`src/rtl/sar_conv_pkg.sv`:
```
package sar_conv_pkg;

  typedef enum logic [1:0] {
    ST_IDLE = 2'd0,
    ST_WAIT = 2'd1,
    ST_CONV = 2'd2,
    ST_LEAD = 2'd3
  } convState_t;

  // strobes from the sequencer to the datapath
  typedef struct packed {
    logic clearSar;
    logic seedMsb;
    logic resolve;
    logic latchOut;
  } sarStrobe_t;

endpackage

```
`src/rtl/sar_conv_ctrl.sv`:
```
module sar_conv_ctrl
  import sar_conv_pkg::*;
#(
  parameter int RES_W    = 12,
  parameter int STAT_DLY = 20,
  parameter int LEAD_CYC = 50,
  localparam int IDX_W   = $clog2(RES_W),
  localparam int CNT_MAX = (STAT_DLY > LEAD_CYC) ? STAT_DLY : LEAD_CYC,
  localparam int CNT_W   = $clog2(CNT_MAX + 1)
) (
  input  logic             clk,
  input  logic             rstN,
  input  logic             chipEn,
  input  logic             readConv,
  output sarStrobe_t       strb,
  output logic [IDX_W-1:0] bitIdx,
  output logic             statusOut
);

  localparam logic [IDX_W-1:0] MSB_IDX = IDX_W'(RES_W - 1);

  convState_t       state, stateNxt;
  logic [CNT_W-1:0] cnt, cntNxt;
  logic [IDX_W-1:0] idxNxt;
  logic             statusNxt;
  logic             rcPrev;
  logic             startEdge;

  // falling edge of read/convert, gated by chip enable, accepted only when idle
  assign startEdge = (state == ST_IDLE) && chipEn && rcPrev && !readConv;

  always_comb begin
    stateNxt  = state;
    cntNxt    = cnt;
    idxNxt    = bitIdx;
    statusNxt = statusOut;
    strb      = '0;
    case (state)
      ST_IDLE: begin
        if (startEdge) begin
          stateNxt      = ST_WAIT;
          cntNxt        = '0;
          strb.clearSar = 1'b1;
        end
      end
      ST_WAIT: begin
        if (cnt == CNT_W'(STAT_DLY - 1)) begin
          stateNxt     = ST_CONV;
          idxNxt       = MSB_IDX;
          strb.seedMsb = 1'b1;
          statusNxt    = 1'b1;
        end else begin
          cntNxt = cnt + 1'b1;
        end
      end
      ST_CONV: begin
        strb.resolve = 1'b1;
        if (bitIdx == '0) begin
          strb.latchOut = 1'b1;
          stateNxt      = ST_LEAD;
          cntNxt        = '0;
        end else begin
          idxNxt = bitIdx - 1'b1;
        end
      end
      ST_LEAD: begin
        if (cnt == CNT_W'(LEAD_CYC - 1)) begin
          stateNxt  = ST_IDLE;
          statusNxt = 1'b0;
        end else begin
          cntNxt = cnt + 1'b1;
        end
      end
      default: stateNxt = ST_IDLE;
    endcase
  end

  always_ff @(posedge clk or negedge rstN) begin
    if (!rstN) begin
      state     <= ST_IDLE;
      cnt       <= '0;
      bitIdx    <= '0;
      statusOut <= 1'b0;
      rcPrev    <= 1'b1;
    end else begin
      state     <= stateNxt;
      cnt       <= cntNxt;
      bitIdx    <= idxNxt;
      statusOut <= statusNxt;
      rcPrev    <= readConv;
    end
  end

endmodule

```
`src/rtl/sar_conv_datapath.sv`:
```
module sar_conv_datapath
  import sar_conv_pkg::*;
#(
  parameter int RES_W  = 12,
  parameter int DATA_W = 8,
  localparam int IDX_W = $clog2(RES_W),
  localparam int LO_W  = RES_W - DATA_W,
  localparam int PAD_W = DATA_W - LO_W
) (
  input  logic              clk,
  input  logic              rstN,
  input  sarStrobe_t        strb,
  input  logic [IDX_W-1:0]  bitIdx,
  input  logic              cmpIn,
  input  logic              byteSel,
  input  logic              driveEn,
  output logic [RES_W-1:0]  dacCode,
  output logic [DATA_W-1:0] busOut
);

  logic [RES_W-1:0]  sarQ, keepVec, nextTrial, resultQ;
  logic [DATA_W-1:0] hiByte, loByte;

  // current trial bit replaced by the comparator decision
  always_comb begin
    keepVec         = sarQ;
    keepVec[bitIdx] = cmpIn;
  end

  assign nextTrial = (bitIdx != '0) ? (RES_W'(1) << (bitIdx - 1'b1)) : '0;

  always_ff @(posedge clk or negedge rstN) begin
    if (!rstN) begin
      sarQ    <= '0;
      resultQ <= '0;
    end else begin
      if (strb.clearSar)     sarQ <= '0;
      else if (strb.seedMsb) sarQ <= sarQ | (RES_W'(1) << (RES_W - 1));
      else if (strb.resolve) sarQ <= keepVec | nextTrial;
      if (strb.latchOut) resultQ <= keepVec;
    end
  end

  assign dacCode = sarQ;
  assign hiByte  = resultQ[RES_W-1 -: DATA_W];

  generate
    if (PAD_W > 0) begin : g_pad
      assign loByte = {resultQ[LO_W-1:0], {PAD_W{1'b0}}};
    end else begin : g_nopad
      assign loByte = resultQ[LO_W-1 -: DATA_W];
    end
  endgenerate

  assign busOut = !driveEn ? '0 : (byteSel ? loByte : hiByte);

endmodule

```
`src/rtl/sar_convert_ctrl.sv`:
```
module sar_convert_ctrl
  import sar_conv_pkg::*;
#(
  parameter int RES_W    = 12,
  parameter int DATA_W   = 8,
  parameter int CHAN_W   = 3,
  parameter int STAT_DLY = 20,
  parameter int LEAD_CYC = 50
) (
  input  logic              clk,
  input  logic              rstN,
  input  logic              chipEn,
  input  logic              readConv,
  input  logic              byteSel,
  input  logic [CHAN_W-1:0] chanAddr,
  input  logic              cmpIn,
  output logic              statusOut,
  output logic [RES_W-1:0]  dacCode,
  output logic [CHAN_W-1:0] muxChan,
  output logic [DATA_W-1:0] busOut,
  output logic              busOe
);

  localparam int IDX_W = $clog2(RES_W);

  sarStrobe_t       strb;
  logic [IDX_W-1:0] bitIdx;

  assign busOe   = chipEn && readConv;
  assign muxChan = chanAddr;

  sar_conv_ctrl #(
    .RES_W(RES_W), .STAT_DLY(STAT_DLY), .LEAD_CYC(LEAD_CYC)
  ) u_ctrl (
    .clk(clk), .rstN(rstN), .chipEn(chipEn), .readConv(readConv),
    .strb(strb), .bitIdx(bitIdx), .statusOut(statusOut)
  );

  sar_conv_datapath #(
    .RES_W(RES_W), .DATA_W(DATA_W)
  ) u_dp (
    .clk(clk), .rstN(rstN), .strb(strb), .bitIdx(bitIdx), .cmpIn(cmpIn),
    .byteSel(byteSel), .driveEn(busOe), .dacCode(dacCode), .busOut(busOut)
  );

endmodule

```
`config.mk`:
```
export PLATFORM = sky130hd
export DESIGN_NAME = sar_convert_ctrl
export DESIGN_NICKNAME = d
export VERILOG_FILES = /design/src/rtl/sar_conv_pkg.sv /design/src/rtl/sar_conv_ctrl.sv /design/src/rtl/sar_conv_datapath.sv /design/src/rtl/sar_convert_ctrl.sv
export SDC_FILE = /design/constraint.sdc
export NUM_CORES = 1
export LEC_CHECK = 0
export ABC_AREA = 1
export BUFFER_PORTS_ARGS = -buffer_cell sky130_fd_sc_hd__buf_4
export CAP_MARGIN = 0
export CORE_ASPECT_RATIO = 0.6
export CORE_MARGIN = 4
export CORE_UTILIZATION = 40
export DETAILED_ROUTE_END_ITERATION = 10
export PLACE_DENSITY_LB_ADDON = 0.3
export SYNTH_ARGS = -nofsm -noshare
export SYNTH_HDL_FRONTEND = slang
export SYNTH_SLANG_ARGS = --single-unit
```
`constraint.sdc`:
```
create_clock -name clk -period 1.64 [get_ports clk]
set_input_delay 0.164 -clock clk [delete_from_list [all_inputs] [get_ports clk]]
set_output_delay 0.164 -clock clk [all_outputs]
set_load 0.01 [all_outputs]
```
# After elaboration in Yosys (flattened, before gate mapping)
# Index checks and enable logic that the tools add are counted.
op_classes:
  n_addsub: 2
  n_lt_le_gt_ge: 2
  eq_ne: 13
  shift: 1
  mux: 31
  bitwise_logic: 1
  n_reduce_logical: 18
ops:
  columns: ["operator", "count"]
  rows:
  - ["two-way mux 12 bit", 4]
  - ["two-way mux 6 bit", 4]
  - ["case mux 6 bit (4 select lines)", 1]
  - ["two-way mux 8 bit", 2]
  - ["bitwise mux 12 bit", 1]
  - ["OR 12 bit", 1]
  - ["left shift 1 x 4 -> 12 bit, first input constant", 1]
  - ["two-way mux 2 bit", 5]
  - ["!= test 2 x 1 -> 1 bit, second input constant", 5]
  - ["two-way mux 1 bit", 8]
  - ["two-way mux 4 bit", 2]
  - ["case mux 2 bit (4 select lines)", 1]
  - ["case mux 4 bit (2 select lines)", 1]
  - ["AND reduction 4 bit", 2]
  - ["adder 6 x 1 -> 6 bit, second input constant", 1]
  - ["equality test 6 x 5 -> 1 bit, second input constant", 1]
  - ["equality test 6 bit, second input constant", 1]
  - ["!= test 2 bit, second input constant", 3]
  - ["AND reduction 3 bit", 2]
  - ["nonzero test 2 bit", 3]
  - ["logical AND 1 bit", 5]
  - ["< comparator 4 x 5 -> 1 bit, second input constant", 1]
  - ["demux 1 bit (select 4 bit)", 1]
  - ["equality test 2 bit, second input constant", 2]
  - ["10 further kinds", 10]
totals:
  ff_bits: 38
  word_cells: 76

# Longest topological paths before layout
# Gate-level depths: netlist of run 1.
logic_depth:
  depth_word: 9
  ltp_mapped: 11
  mapped_depth_nobuf: 11

# Cells and area by module
# A second synthesis of run 1 with hierarchy kept.
hier_totals:
  hier_cells: 314
  hier_area_um2: 2282.2
by_module_without_submodules:
  columns: ["module", "instances", "cells_per_inst", "area_each_um2"]
  rows:
  - ["sar_conv_datapath", 1, 186, 1288.7]
  - ["sar_conv_ctrl", 1, 123, 963.4]
  - ["sar_convert_ctrl", 1, 5, 30.0]

# Worst setup path before layout of run 1
# Ideal clock, no wire load.
synth_path:
  kind: "flip-flop to flip-flop"
  start: "register u_ctrl.bitIdx[0]"
  end: "register u_ctrl.cnt[4]"
  arrival_time_ns: 1.463
  slack_ns: 0.060
  stages_incl_launch_ff: 10
  path_buffers: 0
  cell_sequence: "dfrtp_1 inv_1 ha_1 nand2_2 o21ai_2 nand2_1 nor2_4 inv_2 nand2_1 nand2_1"
synth_via:
  elab_chain_len: 3
synth_rtl:
  columns: ["element", "line", "text"]
  rows:
  - ["from (decl)", "sar_conv_ctrl.sv:16", "output logic [IDX_W-1:0] bitIdx,"]
  - ["from (signal assigned)", "sar_conv_ctrl.sv:88", "bitIdx <= idxNxt;"]
  - ["zero test 4 bit", "sar_conv_ctrl.sv:58", "if (bitIdx == '0) begin"]
  - ["!= test 2 x 1 -> 1 bit (no source line)", null, null]
  - ["AND reduction 4 bit (no source line)", null, null]
  - ["to (signal assigned)", "sar_conv_ctrl.sv:87", "cnt <= cntNxt;"]
  - ["to (decl)", "sar_conv_ctrl.sv:23", "logic [CNT_W-1:0] cnt, cntNxt;"]
# No other way between the ends.
# A chain may end at the register's enable or synchronous reset.

# Final worst setup path of run 1
layout_path:
  start: "register u_ctrl.bitIdx[0]"
  end: "register u_dp.sarQ[2] (netlist: u_dp.dacCode[2])"
layout_via:
  elab_chain_len: 9
  elab_cells_between_ends: 14
  cone_classes: "add/sub (1); order compare (2); shift (1); mux (7); bitwise (1); reduce/logical (2)"
layout_rtl:
  columns: ["element", "line", "text"]
  rows:
  - ["< comparator 4 x 5 -> 1 bit (implied by the code) / >= comparator 4 x 1 -> 1 bit (equally long branches)", "sar_conv_datapath.sv:27", "keepVec[bitIdx] = cmpIn;"]
  - ["logical AND 1 bit (implied by the code)", "sar_conv_datapath.sv:27", null]
  - ["two-way mux 1 bit (implied by the code)", "sar_conv_datapath.sv:27", null]
  - ["demux 1 bit (select 4 bit)", null, null]
  - ["bitwise mux 12 bit", "sar_conv_datapath.sv:27", null]
  - ["OR 12 bit (*)", "sar_conv_datapath.sv:39", "else if (strb.resolve) sarQ <= keepVec | nextTrial;"]
  - ["two-way mux 12 bit (*)", "sar_conv_datapath.sv:39", null]
  - ["two-way mux 12 bit (*)", "sar_conv_datapath.sv:38", "else if (strb.seedMsb) sarQ <= sarQ | (RES_W'(1) << (RES_W - 1));"]
  - ["two-way mux 12 bit (*)", "sar_conv_datapath.sv:37", "if (strb.clearSar) sarQ <= '0;"]
  - ["to (signal assigned)", "sar_conv_datapath.sv:38", null]
  - ["to (signal assigned)", "sar_conv_datapath.sv:39", null]
  - ["to (decl)", "sar_conv_datapath.sv:21", "logic [RES_W-1:0] sarQ, keepVec, nextTrial, resultQ;"]
# Mark *: on every way between the ends. The rest lies on a longest branch, timed or not. The select of a mux whose other input is x is not followed.

==> impl_metrics.toml, run 1 <==
[critical_path]
crit_arrival_ns = 1.81
critPathRequiredTime_ns = 1.83
start_kind = "flop"
crit_fanout = 6
r2r_slack_ns = 0.03
critPathKind = "flop to flop"
cp-end-kind = "flop"

[grt]
grt_pass1_wl_um = 9729
antenna_found_initial = 0
grt_util_met2_pct = 22.63
use_met3_pct = 3.485
grt_util_all_layers_pct = 17.66
busiest_layer = "met1"
grt_pass1_vias = 1897
grtUsageMet1_pct = 28.96
grt_overflow = 0
grt_max_degree = 39

[clocking]
clk_path_buf_depth = 2
cts_made_buffers = 5
clk_latency_ns = 0.29
h-tree-depth = 2
cts_root_buf = "clkbuf_8"
cts_tree = "done"
path_clk_slew_ns = 0.08
clock_sinks = 38

[route]
vias = 2180
drt_iter0_markers = 168
detail_route.vias_per_cell = 4.989
drtAntennaViolNets = 0
routed_wl_um = 5986
wl_per_cell_um = 13.70
drc = 0
firstDrtPassIters = 5

[status]
outcome = "completed"

[placement]
port-buffer-count = 27
dp_cells = 425
place_ws_ns = 0.02950
dp_hpwl_um = 4437
place_area_sq_um = 2649
gp_congestion = 0.9314

[die]
num_rows = 21
die-area_sq_um = 7146
die_height_um = 67.10
start_util_pct = 41.61
core_area_sq_um = 5597
die_w_um = 106.5
io_pins = 34

[timing]
fin_skew_ns = 0.003936
fmax_mhz = 619.7
setup_violations = 0
drv_slew = 0
worst_slew_pin_slew_ns = 0.4894
slew-limit-headroom_pct = 67.37
finalHoldViolCount = 0
rsz0062_at_grt = "yes"
post-route-period-util_pct = 98.40
worst_slack_ns = 0.02621
whs_ns = 0.2290
tns_ns = 0
period_needed_ns = 1.614

[synthesis]
synth_cell_types = 26
synth_nets = 340
yosys_warnings = 0
syn_inst = 316
synth_flop_cell = "dfrtp_1"
ys_ff_latch = 38
syn_area_per_cell_sq_um = 7.369
synth-edff-count = 0
netlist_area_sq_um = 2328
async_flop_share_pct = 100.0
synth-seq-area-share_pct = 40.89

[pwr]
p_int_mw = 1.581
p_sw_uw = 412.0
ir_drop_mv = 0.2940
p_leak_nw = 1.431
seqPwrFrac_pct = 47.3
pwr-share-clk_pct = 48.6
power.density_nw_per_um2 = 701.1
finalPower_mw = 1.993
comb_power_share_pct = 4.1
netSwitchingFraction_pct = 20.67

[hold_path]
hold_class = "primary input to flop"

[layout]
instances_no_fill = 437
nNetsFinal = 380
fillers = 550
syn2layout_area_growth_pct = 22.09
final_core_util_pct = 50.79
drive_gt1_share_pct = 21.57
diodes = 0
fin_area_sq_um = 2843

[run]
maxCapViolCount = 0
## area by class of cell
class | count | area, sq um | share of cell area [%]
Clock buffer | 5 | 68.82 | 2.421
Sequential cell | 38 | 952.2 | 33.49
Timing Repair Buffer | 41 | 312.8 | 11.00
Tap cell | 80 | 100.1 | 3.521
Clock inverter | 3 | 68.82 | 2.421
Inverter | 29 | 108.9 | 3.829
Multi-Input combinational cell | 241 | 1231 | 43.31
## timing repair
item	CTS	global route
endpoints found under the hold margin	38	0
buffers inserted	0	1
endpoints found under the setup margin	0	25
hold buffers	2	0
resized for setup	0	10
## metal layers
metal | share of wire (%) | vias up
met2 | 37 | 83
met5 | 0 | -
met4 | 0.85 | 0
met3 | 7.9 | 6
li1 | - | 1093
met1 | 54 | 998
## logic make-up after synthesis
| logic type | share of synthesized area (%) |
|---|---|
| xor gates and xnor gates | 0.3762 |
| DFF | 40.89 |
| AOI/OAI and AO/OA | 10.59 |
| adders and majority gates | 8.060 |
| and+or+nand+nor | 32.62 |
| buffers and inverters | 7.469 |
## flip-flops by register name, indices dropped and copies added, names as in the netlist
register and count:
u_ctrl.cnt 6, u_dp.dacCode 12, u_dp.resultQ 12, u_ctrl.statusOut 1, u_ctrl.rcPrev 1, u_ctrl.state 2
u_ctrl.bitIdx 4
## critical path, cell delays in order (launching register included)
cell and delay, ns:
dfrtp_1 0.34, inv_1 0.06, buf_4 0.15, ha_1 0.23, nand2_1 0.09, nor2_1 0.04, a21oi_1 0.26, o21ai_0 0.19
nand2_1 0.09, nand2_1 0.05
## cell usage in the layout, fill, tap and decap left out, types with 2 or more instances in the layout
cell,Yosys,routed
nor2_4,2,3
a21oi_1,14,14
nand3_1,26,26
dlygate4sd3_1,0,2
nor2_2,5,5
o21ai_1,6,6
inv_2,6,8
ha_1,15,11
nor2_1,26,26
o21ai_0,26,26
inv_1,22,20
nand4_1,3,3
nand2_1,108,105
ha_2,0,4
bufinv_16,0,2
dfrtp_1,37,37
buf_4,4,39
clkbuf_8,0,5
nand2_2,3,6
## synth_stat cells (2+ instances only)
master    instances  share of area, %
a21oi_1          14               3.0
buf_4             4               1.3
buf_6             2              0.97
clkbuf_1          2              0.32
dfrtp_1          37                40
ha_1             15               8.1
inv_1            22               3.5
inv_2             6              0.97
nand2_1         108                17
nand2_2           3              0.81
nand3_1          26               5.6
nand4_1           3              0.81
nor2_1           26               4.2
nor2_2            5               1.3
nor2_4            2              0.97
o21ai_0          26               5.6
o21ai_1           6               1.3
## power groups by stage
| stage | clock, mW | combinational (mW) | sequential [mW] |
|---|---|---|---|
| final | 0.969 | 0.0815 | 0.943 |
| after global routing | 1.02 | 0.0925 | 0.944 |
| after CTS | 0.977 | 0.0829 | 0.943 |
| after detailed placement | 0 | 0.0789 | 0.961 |
| after global placement | 0 | 0.0787 | 0.962 |
| after floorplan | 0 | 0.0333 | 0.962 |
## worst paths after layout
check                                      start              end  cells past startpoint
worst max-delay path            u_ctrl.bitIdx[0]  u_dp.dacCode[2]                      9
worst min-delay path                       cmpIn  u_dp.dacCode[0]                      5
worst max register to register  u_ctrl.bitIdx[0]  u_dp.dacCode[2]                      9
worst min register to register   u_dp.resultQ[7]  u_dp.resultQ[7]                      2
max in group asynchronous                   rstN    u_ctrl.rcPrev                      2
min in group asynchronous                   rstN    u_ctrl.cnt[0]                      2
Note: power is estimated with default switching activity, not from simulation.
==> run 2, diff against run 1 <==
--- a/config.mk
+++ b/config.mk
@@ -10,8 +10,9 @@
 export CAP_MARGIN = 0
 export CORE_ASPECT_RATIO = 0.6
 export CORE_MARGIN = 4
-export CORE_UTILIZATION = 40
+export CORE_UTILIZATION = 51
 export DETAILED_ROUTE_END_ITERATION = 10
+export HOLD_SLACK_MARGIN = 0.08
 export PLACE_DENSITY_LB_ADDON = 0.3
 export SYNTH_ARGS = -nofsm -noshare
 export SYNTH_HDL_FRONTEND = slang
==> constraint.sdc (replaced) <==
create_clock -name clk -period 1.4 [get_ports clk]
set_input_delay 0.14 -clock clk [delete_from_list [all_inputs] [get_ports clk]]
set_output_delay 0.14 -clock clk [all_outputs]
set_load 0.01 [all_outputs]
==> run 2 against run 1 <==
Critical endpoint is now u_ctrl.cnt[2]. The run now ends with setup timing left. Routed wire length is 53% higher. First-iteration DRC count rose to 2.5 times the previous value. Combinational power is 31% higher. Highest routed layer unchanged.
==> impl_metrics.toml, run 2 (synthesis results as in run 1) <==
[status]
outcome = "finished with violations"
violations = "setup timing"

[timing]
setup_violations = 36
period_needed_ns = 1.613
fin_skew_ns = 0.008344
drv_slew = 0
finalHoldViolCount = 0
rsz0062_at_grt = "yes"
fmax_mhz = 619.9
slew-limit-headroom_pct = 58.85
post-route-period-util_pct = 115.2
worst_slack_ns = -0.2133
worst_slew_pin_slew_ns = 0.6166

[route]
wl_per_cell_um = 20.10
drc = 0
routed_wl_um = 9187
drt_iter0_markers = 420
drtAntennaViolNets = 0
firstDrtPassIters = 5
vias = 2873
detail_route.vias_per_cell = 6.287

[hold_path]
hold_class = "primary input to flop"
hp-start = "cmpIn"

[critical_path]
crit_fanout = 5
reg2reg_from = "u_ctrl.state[0]"
r2r_slack_ns = -0.21
path_cells = "inv_2, ha_4, nand4_1, nand2_2, nand2_4, nor2_4, nand2_1, o21ai_0"
critPathKind = "flop to flop"
regToRegEndpoint = "u_ctrl.cnt[2]"
critPathCapture = "u_ctrl.cnt[2]"
slowest_stage = "dfrtp_1"
startpoint = "u_ctrl.state[0]"
start_kind = "flop"
slowest_delay_ns = 0.42
crit_arrival_ns = 1.82
critPathRequiredTime_ns = 1.61
r2r_cells = 8
cp-end-kind = "flop"

[layout]
diodes = 0
instances_no_fill = 457
final_common_cell = "nand2_1"
nNetsFinal = 420
mostFrequentLayoutCells = "nand2_1, buf_4, dfrtp_1, nand2_2, nand3_1"
syn2layout_area_growth_pct = 55.35
drive_gt1_share_pct = 48.61

[pwr]
pwr-share-clk_pct = 49.7
seqPwrFrac_pct = 45.9
p_sw_uw = 509.7
p_int_mw = 1.900
power.density_nw_per_um2 = 666.2
comb_power_share_pct = 4.4
netSwitchingFraction_pct = 21.15
p_leak_nw = 1.704
ir_drop_mv = 0.5407
finalPower_mw = 2.410

[die]
die_w_um = 95.23
core_area_sq_um = 4257
io_pins = 34
start_util_pct = 54.70
die_height_um = 60.34
die-area_sq_um = 5746
num_rows = 18

[clocking]
path_clk_slew_ns = 0.08
h-tree-depth = 2
cts_root_buf = "clkbuf_8"
clk_latency_ns = 0.30
clock_sinks = 38
cts_tree = "done"
clk_path_buf_depth = 2
cts_made_buffers = 5

[placement]
dp_cells = 431
port-buffer-count = 27
dp_hpwl_um = 4604
gp_congestion = 0.9150
place_ws_ns = -0.1303

[grt]
antenna_found_initial = 0
grt_overflow = 0
grt_max_degree = 39
grt_util_all_layers_pct = 25.92
grt_pass1_wl_um = 11360
grt_pass1_vias = 2373

[run]
maxCapViolCount = 0
run 2: cell count changes in the layout (fill, tap and decap cells not counted), sizes merged:
cell,change
buf,+38
clkbuf,+3
clkinv,-1
run 2: metrics by stage:
step	setup TNS (ns)	hold WS (ns)	util (%)	area, sq um
after floorplan	-0.1211	-0.1556	-	2350
after global placement	-1.432	0.1387	67.31	2865
after detailed placement	-2.543	0.1407	67.31	2865
after CTS	-0.3117	0.1833	77.84	3313
after global routing	-5.930	0.1798	84.98	3617
final	-3.947	0.1880	84.98	3617
run 2: how the worst min path moves through the flow:
| stage | endpoint | slack [ns] | depth (start not counted) |
|---|---|---|---|
| after CTS | u_dp.dacCode[0] | 0.18 | 5 |
| after global placement | u_ctrl.state[0] | 0.14 | 1 |
| after floorplan | u_ctrl.bitIdx[0] | -0.16 | 0 |
| final | u_dp.dacCode[0] | 0.19 | 5 |
| after detailed placement | u_ctrl.state[0] | 0.14 | 1 |
| after global routing | u_dp.dacCode[0] | 0.18 | 5 |
run 2: cell type report:
type,instances,area [sq um]
clock inverter,2,60.06
inverter,29,123.9
sequential,38,954.7
multi-input combinational,241,1609
tap,60,75.07
fill,194,639.4
clock buffer,6,82.58
timing repair buffer,81,711.9
run 2: layer usage:
| metal | part of all wire (%) | global-route usage [%] |
|---|---|---|
| met4 | 6.4 | 5.749 |
| met2 | 43 | 40.00 |
| met5 | 0 | 0 |
| met1 | 38 | 38.49 |
| met3 | 13 | 4.585 |
run 2: repair_timing:
item                                   in CTS  in global routing
endpoints found under the hold margin      38                  0
pin swaps                                  22                 20
hold buffers                                2                  0
setup buffers                               9                  5
resized for setup                          70                 69
setup endpoints to repair                  35                 37
cloned                                      1                  2
run 2: worst max-delay path: cells and delay by family, from the launching register on:
family | cells | cell delay [ns]
AO/OA/AOI/OAI | 1 | 0.11
AND/OR/NAND/NOR | 5 | 0.70
adder cells (fa/ha/maj) | 1 | 0.16
buffers and inverters | 1 | 0.14
flip-flops | 1 | 0.42
run 2: power by group through the flow:
stage	clock network, mW	logic, mW	registers [mW]
after detailed placement	0	0.0923	1.13
final	1.20	0.107	1.11
after global routing	1.23	0.115	1.11
after floorplan	0	0.0390	1.13
after CTS	1.16	0.0969	1.10
after global placement	0	0.0912	1.13
